[config.mk]
export PLATFORM = sky130hd
export DESIGN_NAME = wb_quad_corrector
export DESIGN_NICKNAME = d
export VERILOG_FILES = /design/src/rtl/wbq_pkg.sv /design/src/rtl/wbq_site_tracker.sv /design/src/rtl/wbq_coef_bank.sv /design/src/rtl/wbq_poly_pipe.sv /design/src/rtl/wb_quad_corrector.sv
export SDC_FILE = /design/constraint.sdc
export NUM_CORES = 2
export LEC_CHECK = 0
export BUFFER_PORTS_ARGS = -buffer_cell sky130_fd_sc_hd__buf_2
export CAP_MARGIN = 15
export CORE_MARGIN = 2
export CORE_UTILIZATION = 43
export CTS_CLUSTER_DIAMETER = 120
export DETAILED_ROUTE_END_ITERATION = 6
export MAX_ROUTING_LAYER = met4
export PLACE_DENSITY = 0.59
export REMOVE_ABC_BUFFERS = 1
export SYNTH_ARGS = -nofsm -noshare
export SYNTH_HDL_FRONTEND = slang
export SYNTH_SLANG_ARGS = --single-unit
export TNS_END_PERCENT = 5
[constraint.sdc]
create_clock -name clk -period 15.5 [get_ports clk]
set_input_delay 2.325 -clock clk [delete_from_list [all_inputs] [get_ports clk]]
set_output_delay 2.325 -clock clk [all_outputs]
set_load 0.1 [all_outputs]
[src/rtl/wbq_pkg.sv]
package wbq_pkg;

  typedef enum logic [1:0] {
    SITE_G = 2'd0,
    SITE_R = 2'd1,
    SITE_B = 2'd2
  } site_e;

  localparam int NUM_COEF = 4;

  // Red sits where the 2x2 position equals the phase, blue at its complement.
  function automatic site_e classify(input logic [1:0] pos, input logic [1:0] phase);
    if (pos == phase)       return SITE_R;
    else if (pos == ~phase) return SITE_B;
    else                    return SITE_G;
  endfunction

endpackage

[src/rtl/wbq_site_tracker.sv]
module wbq_site_tracker
  import wbq_pkg::*;
#(
  parameter int LINE_W = 320
) (
  input  logic       clk,
  input  logic       rst,
  input  logic       pix_valid,
  input  logic       pix_sof,
  input  logic [1:0] phase_in,
  output site_e      site
);

  localparam int CW = (LINE_W > 2) ? $clog2(LINE_W) : 1;
  localparam logic [CW-1:0] LAST_COL = CW'(LINE_W - 1);

  logic [CW-1:0] col_q;
  logic          row_q;
  logic [1:0]    phase_q;

  logic [CW-1:0] pos_col;
  logic          pos_row;
  logic [1:0]    cur_phase;
  logic          at_last;

  always_comb begin
    pos_col   = pix_sof ? '0 : col_q;
    pos_row   = pix_sof ? 1'b0 : row_q;
    cur_phase = pix_sof ? phase_in : phase_q;
    at_last   = (pos_col == LAST_COL);
    site      = classify({pos_row, pos_col[0]}, cur_phase);
  end

  always_ff @(posedge clk) begin
    if (rst) begin
      col_q   <= '0;
      row_q   <= 1'b0;
      phase_q <= 2'd0;
    end else if (pix_valid) begin
      col_q <= at_last ? '0 : pos_col + 1'b1;
      row_q <= at_last ? ~pos_row : pos_row;
      if (pix_sof) phase_q <= phase_in;
    end
  end

endmodule

[src/rtl/wbq_coef_bank.sv]
module wbq_coef_bank
  import wbq_pkg::*;
#(
  parameter int COEF_W    = 24,
  parameter int COEF_FRAC = 22
) (
  input  logic                              clk,
  input  logic                              rst,
  input  logic                              wr_en,
  input  logic [1:0]                        wr_sel,
  input  logic [COEF_W-1:0]                 wr_data,
  input  logic                              commit,
  output logic [NUM_COEF-1:0][COEF_W-1:0]   eff,
  output logic [NUM_COEF-1:0][COEF_W-1:0]   act
);

  localparam logic [COEF_W-1:0] UNITY = COEF_W'(1) << COEF_FRAC;

  logic [NUM_COEF-1:0][COEF_W-1:0] stage_q;
  logic [NUM_COEF-1:0][COEF_W-1:0] act_q;

  for (genvar i = 0; i < NUM_COEF; i++) begin : g_coef
    // odd entries are linear terms and reset to 1.0, even entries to 0
    localparam logic [COEF_W-1:0] RST_VAL = (i % 2 == 1) ? UNITY : '0;

    always_ff @(posedge clk) begin
      if (rst) begin
        stage_q[i] <= RST_VAL;
        act_q[i]   <= RST_VAL;
      end else begin
        if (wr_en && wr_sel == 2'(i)) stage_q[i] <= wr_data;
        if (commit)                   act_q[i]   <= stage_q[i];
      end
    end

    assign eff[i] = commit ? stage_q[i] : act_q[i];
  end

  assign act = act_q;

endmodule

[src/rtl/wbq_poly_pipe.sv]
module wbq_poly_pipe
  import wbq_pkg::*;
#(
  parameter int PIX_W     = 8,
  parameter int COEF_W    = 24,
  parameter int COEF_FRAC = 22
) (
  input  logic                            clk,
  input  logic                            rst,
  input  logic                            in_valid,
  input  logic                            in_sof,
  input  logic                            in_eof,
  input  site_e                           in_site,
  input  logic [PIX_W-1:0]                in_pix,
  input  logic [NUM_COEF-1:0][COEF_W-1:0] coef,
  output logic                            out_valid,
  output logic                            out_sof,
  output logic                            out_eof,
  output logic [PIX_W-1:0]                out_pix
);

  localparam int SQ_W  = 2 * PIX_W;
  localparam int PV_W  = COEF_W + PIX_W + 1;
  localparam int PU_W  = COEF_W + SQ_W + 1;
  localparam int SUM_W = PU_W + 1;
  localparam logic signed [SUM_W-1:0] HALF = SUM_W'(1) << (COEF_FRAC - 1);
  localparam logic signed [SUM_W-1:0] MAXV = (SUM_W'(1) << PIX_W) - SUM_W'(1);

  // stage 1: capture and coefficient pick
  logic                     s1_valid, s1_sof, s1_eof;
  site_e                    s1_site;
  logic [PIX_W-1:0]         s1_pix;
  logic signed [COEF_W-1:0] s1_u, s1_v, sel_u, sel_v;
  // stage 2: square and linear product
  logic                     s2_valid, s2_sof, s2_eof;
  site_e                    s2_site;
  logic [PIX_W-1:0]         s2_pix;
  logic [SQ_W-1:0]          s2_sq;
  logic signed [COEF_W-1:0] s2_u;
  logic signed [PV_W-1:0]   s2_vi;
  // stage 3: quadratic product
  logic                     s3_valid, s3_sof, s3_eof;
  site_e                    s3_site;
  logic [PIX_W-1:0]         s3_pix;
  logic signed [PU_W-1:0]   s3_ui2;
  logic signed [PV_W-1:0]   s3_vi;

  always_comb begin
    sel_u = '0;
    sel_v = '0;
    case (in_site)
      SITE_R: begin sel_u = coef[0]; sel_v = coef[1]; end
      SITE_B: begin sel_u = coef[2]; sel_v = coef[3]; end
      default: ;
    endcase
  end

  logic signed [PV_W-1:0] v_ext, p_ext;
  logic signed [PU_W-1:0] u_ext, q_ext;
  logic [SQ_W-1:0]        pix_wide;

  always_comb begin
    pix_wide = {{PIX_W{1'b0}}, s1_pix};
    v_ext    = PV_W'(s1_v);
    p_ext    = PV_W'({1'b0, s1_pix});
    u_ext    = PU_W'(s2_u);
    q_ext    = PU_W'({1'b0, s2_sq});
  end

  logic signed [SUM_W-1:0] sum, scaled;
  logic [PIX_W-1:0]        clamped;

  always_comb begin
    sum    = SUM_W'(s3_ui2) + SUM_W'(s3_vi) + HALF;
    scaled = sum >>> COEF_FRAC;
    if (scaled < 0)         clamped = '0;
    else if (scaled > MAXV) clamped = MAXV[PIX_W-1:0];
    else                    clamped = scaled[PIX_W-1:0];
  end

  // control chain with reset
  always_ff @(posedge clk) begin
    if (rst) begin
      s1_valid <= 1'b0; s1_sof <= 1'b0; s1_eof <= 1'b0;
      s2_valid <= 1'b0; s2_sof <= 1'b0; s2_eof <= 1'b0;
      s3_valid <= 1'b0; s3_sof <= 1'b0; s3_eof <= 1'b0;
      out_valid <= 1'b0; out_sof <= 1'b0; out_eof <= 1'b0;
      out_pix  <= '0;
    end else begin
      s1_valid <= in_valid;
      s1_sof   <= in_valid & in_sof;
      s1_eof   <= in_valid & in_eof;
      s2_valid <= s1_valid; s2_sof <= s1_sof; s2_eof <= s1_eof;
      s3_valid <= s2_valid; s3_sof <= s2_sof; s3_eof <= s2_eof;
      out_valid <= s3_valid; out_sof <= s3_sof; out_eof <= s3_eof;
      out_pix  <= (s3_site == SITE_G) ? s3_pix : clamped;
    end
  end

  // datapath registers, no reset needed
  always_ff @(posedge clk) begin
    s1_site <= in_site;
    s1_pix  <= in_pix;
    s1_u    <= sel_u;
    s1_v    <= sel_v;

    s2_site <= s1_site;
    s2_pix  <= s1_pix;
    s2_u    <= s1_u;
    s2_sq   <= pix_wide * pix_wide;
    s2_vi   <= v_ext * p_ext;

    s3_site <= s2_site;
    s3_pix  <= s2_pix;
    s3_vi   <= s2_vi;
    s3_ui2  <= u_ext * q_ext;
  end

endmodule

[src/rtl/wb_quad_corrector.sv]
module wb_quad_corrector
  import wbq_pkg::*;
#(
  parameter int PIX_W     = 8,
  parameter int COEF_W    = 24,
  parameter int COEF_FRAC = 22,
  parameter int LINE_W    = 320
) (
  input  logic              clk,
  input  logic              rst,
  input  logic              pix_valid,
  input  logic              pix_sof,
  input  logic              pix_eof,
  input  logic [PIX_W-1:0]  pix_data,
  input  logic [1:0]        bayer_phase,
  input  logic              coef_we,
  input  logic [1:0]        coef_sel,
  input  logic [COEF_W-1:0] coef_wdata,
  output logic              out_valid,
  output logic              out_sof,
  output logic              out_eof,
  output logic [PIX_W-1:0]  out_data
);

  site_e                           cur_site;
  logic                            commit;
  logic [NUM_COEF-1:0][COEF_W-1:0] eff_coef;
  logic [NUM_COEF-1:0][COEF_W-1:0] act_coef;

  assign commit = pix_valid & pix_sof;

  wbq_site_tracker #(.LINE_W(LINE_W)) u_site (
    .clk       (clk),
    .rst       (rst),
    .pix_valid (pix_valid),
    .pix_sof   (pix_sof),
    .phase_in  (bayer_phase),
    .site      (cur_site)
  );

  wbq_coef_bank #(.COEF_W(COEF_W), .COEF_FRAC(COEF_FRAC)) u_coef (
    .clk     (clk),
    .rst     (rst),
    .wr_en   (coef_we),
    .wr_sel  (coef_sel),
    .wr_data (coef_wdata),
    .commit  (commit),
    .eff     (eff_coef),
    .act     (act_coef)
  );

  wbq_poly_pipe #(.PIX_W(PIX_W), .COEF_W(COEF_W), .COEF_FRAC(COEF_FRAC)) u_pipe (
    .clk       (clk),
    .rst       (rst),
    .in_valid  (pix_valid),
    .in_sof    (pix_sof),
    .in_eof    (pix_eof),
    .in_site   (cur_site),
    .in_pix    (pix_data),
    .coef      (eff_coef),
    .out_valid (out_valid),
    .out_sof   (out_sof),
    .out_eof   (out_eof),
    .out_pix   (out_data)
  );

endmodule

==> results_tabular.tex <==
\begin{tabular}{lr}
\hline
Metric & Value \\
\hline
\multicolumn{2}{l}{\textbf{Clocking}} \\
Latest clock arrival within the worst-skew pair & 0.61 ns \\
Number of buffers added to fix hold violations after cts & 0 \\
TritonCTS clock tree & built \\
\# clock sinks & between 400 and 500 \\
Post-CTS repair timing setup buffer count & 0 \\
Number of gates given a new drive strength after cts & 0 \\
Master cell of the clock root buffer & sky130\_fd\_sc\_hd\_\_clkbuf\_16 \\
Clock buffers created by TritonCTS & 47 \\
H-tree levels & 2 \\
Maximum count of clock buffers along a single path & 3 \\
CTS clk-pin slew, worst paths & 0.06 ns \\
\multicolumn{2}{l}{\textbf{Yosys}} \\
Number of distinct standard cells referenced by the synthesized netlist & 73 \\
Sequential fraction of the synthesis area & 24.66\% \\
Number of flops mapped to enable cells by yosys & 0 \\
Yosys warning total & 0 \\
Area of the mapped netlist & around 36,000 µm² \\
Biggest area consumer among synthesized cells & sky130\_fd\_sc\_hd\_\_fa\_1 \\
Cell types with the largest area share after synthesis & sky130\_fd\_sc\_hd\_\_fa\_1 (29\%), sky130\_fd\_sc\_hd\_\_dfxtp\_1 (25\%), sky130\_fd\_sc\_hd\_\_ha\_1 (10\%), sky130\_fd\_sc\_hd\_\_inv\_1 (7.2\%), sky130\_fd\_sc\_hd\_\_and2\_1 (5.4\%) \\
Mean post-synth cell area & 9.326 µm² \\
FF+latch count, synth & 447 \\
Top-area cell type share of the netlist area & 29.07\% \\
Async set-or-reset flop fraction in the synthesized netlist & 0\% \\
Most frequently used flop master after synthesis & sky130\_fd\_sc\_hd\_\_dfxtp\_1 \\
Post-synthesis instance total & a little under 4,000 \\
\multicolumn{2}{l}{\textbf{Placement}} \\
\# placed instances & 4,888 \\
Count of buffers inserted at the top-level ports & 52 \\
GPL Wtd Cong & 0.8532 \\
DP HPWL & 65,740 µm \\
\multicolumn{2}{l}{\textbf{Drt}} \\
Starting DRC count in detailed routing & 1,331 \\
Final WL & 86,590 µm \\
Total via count in the routed design & around 25,000 \\
Post-route DRC & 0 \\
Number of vias per cell after detailed routing & $\sim$5 \\
Average wire length per cell after detail routing & 17.41 µm \\
Number of nets with antenna violations after detailed routing & 0 \\
Count of TritonRoute iterations in the first routing pass & 5 \\
\multicolumn{2}{l}{\textbf{Power and ir drop}} \\
Cell-internal power & between 2000 and 2500 µW \\
Switching share of total power & 32.72\% \\
Combinational Power Share & 22.1\% \\
Worst IR drop on VDD & around 110 µV \\
Net switching power & roughly 1100 µW \\
Cell leakage power & around 0.020 µW \\
Clock network fraction of design power & 36.4\% \\
Part of the power in registers & 41.5\% \\
Power density relative to cell area & a little over 80 nW/µm² \\
\multicolumn{2}{l}{\textbf{Critical path}} \\
Reg-to-reg slack, setup & 8.30 ns \\
Maximum fanout encountered on the critical timing path & 24 \\
Reg-to-reg startpoint & u\_pipe.s2\_sq[2] \\
Worst R2R End & u\_pipe.s3\_ui2[40] \\
Cell mode on critical path & sky130\_fd\_sc\_hd\_\_fa\_1 \\
Family with the most delay on the worst path & adder cells \\
Sum of buffers and inverters on the critical path & 3 \\
Critical path type & reg -> reg \\
CP Data Arrival Time & 7.67 ns \\
Largest stage delay on the critical path & 0.97 ns \\
Data required, critical path & 15.97 ns \\
Reg2reg path depth & 22 \\
Startpoint types & register \\
CP endpoint kind & register \\
Cells along the critical path & nand2\_1 -> fa\_1 -> fa\_1 -> fa\_1 -> inv\_1 -> fa\_1 -> fa\_1 -> inv\_1 -> fa\_1 -> inv\_1 -> ha\_1 -> a21o\_1 -> a21o\_1 -> a21o\_1 -> nor3b\_1 -> a311o\_1 -> a311oi\_1 -> nor3\_1 -> nor3b\_1 -> o31ai\_1 -> o41ai\_1 -> xnor2\_1 \\
Slowest cell on the critical path & sky130\_fd\_sc\_hd\_\_dfxtp\_1 \\
\multicolumn{2}{l}{\textbf{Die}} \\
Initial core utilization & 43.43\% \\
Core ar. & 83,560 µm² \\
Die width & just under 300 µm \\
Die area & roughly 87,000 µm² \\
I/O pin total & between 50 and 60 \\
Total number of placement rows & 106 \\
Die Y & between 200 and 300 µm \\
\multicolumn{2}{l}{\textbf{Final layout}} \\
Highest-count cells in the layout ignoring fill and taps & sky130\_fd\_sc\_hd\_\_inv\_1 (699), sky130\_fd\_sc\_hd\_\_fa\_1 (527), sky130\_fd\_sc\_hd\_\_nand2\_1 (516), sky130\_fd\_sc\_hd\_\_dfxtp\_1 (441), sky130\_fd\_sc\_hd\_\_and2\_1 (311) \\
NumNets Final & between 4,000 and 5,000 \\
Number of non-filler instances in the completed layout & 4,973 \\
Antenna diode instance count & 0 \\
Commonest non-fill, non-tap cell in the layout & sky130\_fd\_sc\_hd\_\_inv\_1 \\
Area grow syn2layout & 7.834\% \\
Fraction of final layout cells with drive strength greater than 1 & 4.572\% \\
\multicolumn{2}{l}{\textbf{Worst hold path}} \\
Number of stages on the worst hold path & 0 \\
Worst min-delay path class & reg -> reg \\
Hold path start & u\_pipe.s1\_u[13] \\
Hold Path Sink & u\_pipe.s2\_u[13] \\
\multicolumn{2}{l}{\textbf{GRT}} \\
GRT Total Usage & 21.33\% \\
Vias in the first global route & approximately 26,000 \\
Wire length of the first global-routing pass & 141,400 µm \\
Total congestion overflow after global routing & 0 \\
Pin count of the biggest net entering global routing & 92 \\
Initial antenna violation count & 5 \\
\multicolumn{2}{l}{\textbf{Timing}} \\
Worst relative slew slack & 26.18\% \\
Period Utilization, post-route & 46.47\% \\
RSZ-0062 raised after global routing & false \\
Number of max-slew violations in the final report & 0 \\
Endpoints failing hold & 0 \\
Total negative slack & 0 ns \\
Fin Clk Skew & 0.02954 ns \\
Period minus WS final & about 7.2 ns \\
Slew of the pin with the lowest slew margin & $\sim$1.1 ns \\
Highest clock frequency the design can meet & between 100 and 150 MHz \\
Setup violators final & 0 \\
\multicolumn{2}{l}{\textbf{Run}} \\
\# Max-Cap Violations & 0 \\
\multicolumn{2}{l}{\textbf{Run status}} \\
Run status & completed \\
\hline
\end{tabular}
## power groups by stage
stage	Combinational [µW]	Clock, µW	Sequential (µW)
final	712	1170	1330
after detailed placement	712	0	1360
after global routing	799	1250	1340
after CTS	716	1210	1330
after floorplan	426	0	1380
after global placement	707	0	1360
## how the worst max path moves through the flow
stage	startpoint	end	cells after the start
after CTS	u_pipe.s2_sq[2]	u_pipe.s3_ui2[40]	22
final	u_pipe.s2_sq[2]	u_pipe.s3_ui2[40]	22
after global placement	u_pipe.s2_sq[2]	u_pipe.s3_ui2[40]	22
after detailed placement	u_pipe.s2_sq[2]	u_pipe.s3_ui2[40]	22
after floorplan	u_pipe.s2_sq[2]	u_pipe.s3_ui2[40]	22
after global routing	u_pipe.s2_sq[2]	u_pipe.s3_ui2[40]	22
## cell families (layout without fill, tap and decap cells)
group                    count (synthesis)  after routing  synth area share [%]
adder cells (fa/ha/maj)                823            823                 39.28
XOR/XNOR                                90             90                 2.172
AND/OR/NAND/NOR                       1162           1162                 15.24
AO/OA/AOI/OAI                          416            416                 7.058
other                                    2              3               0.02070
buffers and inverters                  852            853                 8.827
flip-flops                             447            447                 24.66
multiplexers                            99             99                 2.734
## synthesized netlist by cell type, drive strengths merged, types with 28 or more instances
master	count
a21oi	188
ha	296
fa	527
clkbuf	142
nand2	518
o22ai	49
nor2	174
mux2i	98
o21ai	48
inv	699
and2	313
xnor2	71
nand3	28
dfxtp	447
a21o	31
## routing by layer
layer	global-route usage, %	vias up	wire length, µm
met5	-	-	0
met4	4.890	0	1954
met3	2.813	90	4685
met2	32.45	551	37880
met1	30.30	12261	42070
li1	-	11963	-
## area by class of cell
| class | count | area, µm² |
|---|---|---|
| multi-input cells | 2593 | 24160 |
| well taps | 1080 | 1351 |
| clock inverters | 22 | 287.8 |
| flip-flops and latches | 447 | 8956 |
| inverters | 699 | 2624 |
| repair buffers | 69 | 394.1 |
| fillers | 8026 | 44430 |
| clock buffers | 63 | 1358 |
## through the flow
step                setup WS, ns  hold slack, ns  cell area, µm²  total power (µW)  utilization (%)
floorplan                  9.112          0.3096           35710              1805                -
global placement           8.335          0.3098           37480              2065            44.86
detailed placement         8.299          0.3121           37480              2071            44.86
CTS                        8.274          0.3220           39130              3256            46.83
global route               7.816          0.3290           39130              3394            46.83
finish                     8.298          0.3248           39130              3218            46.83
## flip-flops by register name (all words and copies together), names as in the netlist, 2 cells and up
register / flops
u_pipe.s2_u: 24
u_site.phase_q: 2
u_pipe.s1_u: 24
u_pipe.s3_vi: 33
u_site.col_q: 9
u_pipe.s3_pix: 8
u_pipe.s2_pix: 8
u_pipe.s3_site: 2
u_pipe.s1_v: 24
u_pipe.s2_site: 2
u_pipe.s1_pix: 8
u_pipe.out_pix: 8
u_coef.act: 96
u_pipe.s3_ui2: 41
u_pipe.s1_site: 2
u_pipe.s2_vi: 33
u_coef.stage_q: 96
u_pipe.s2_sq: 14
Note: power is estimated with default switching activity, not from simulation.
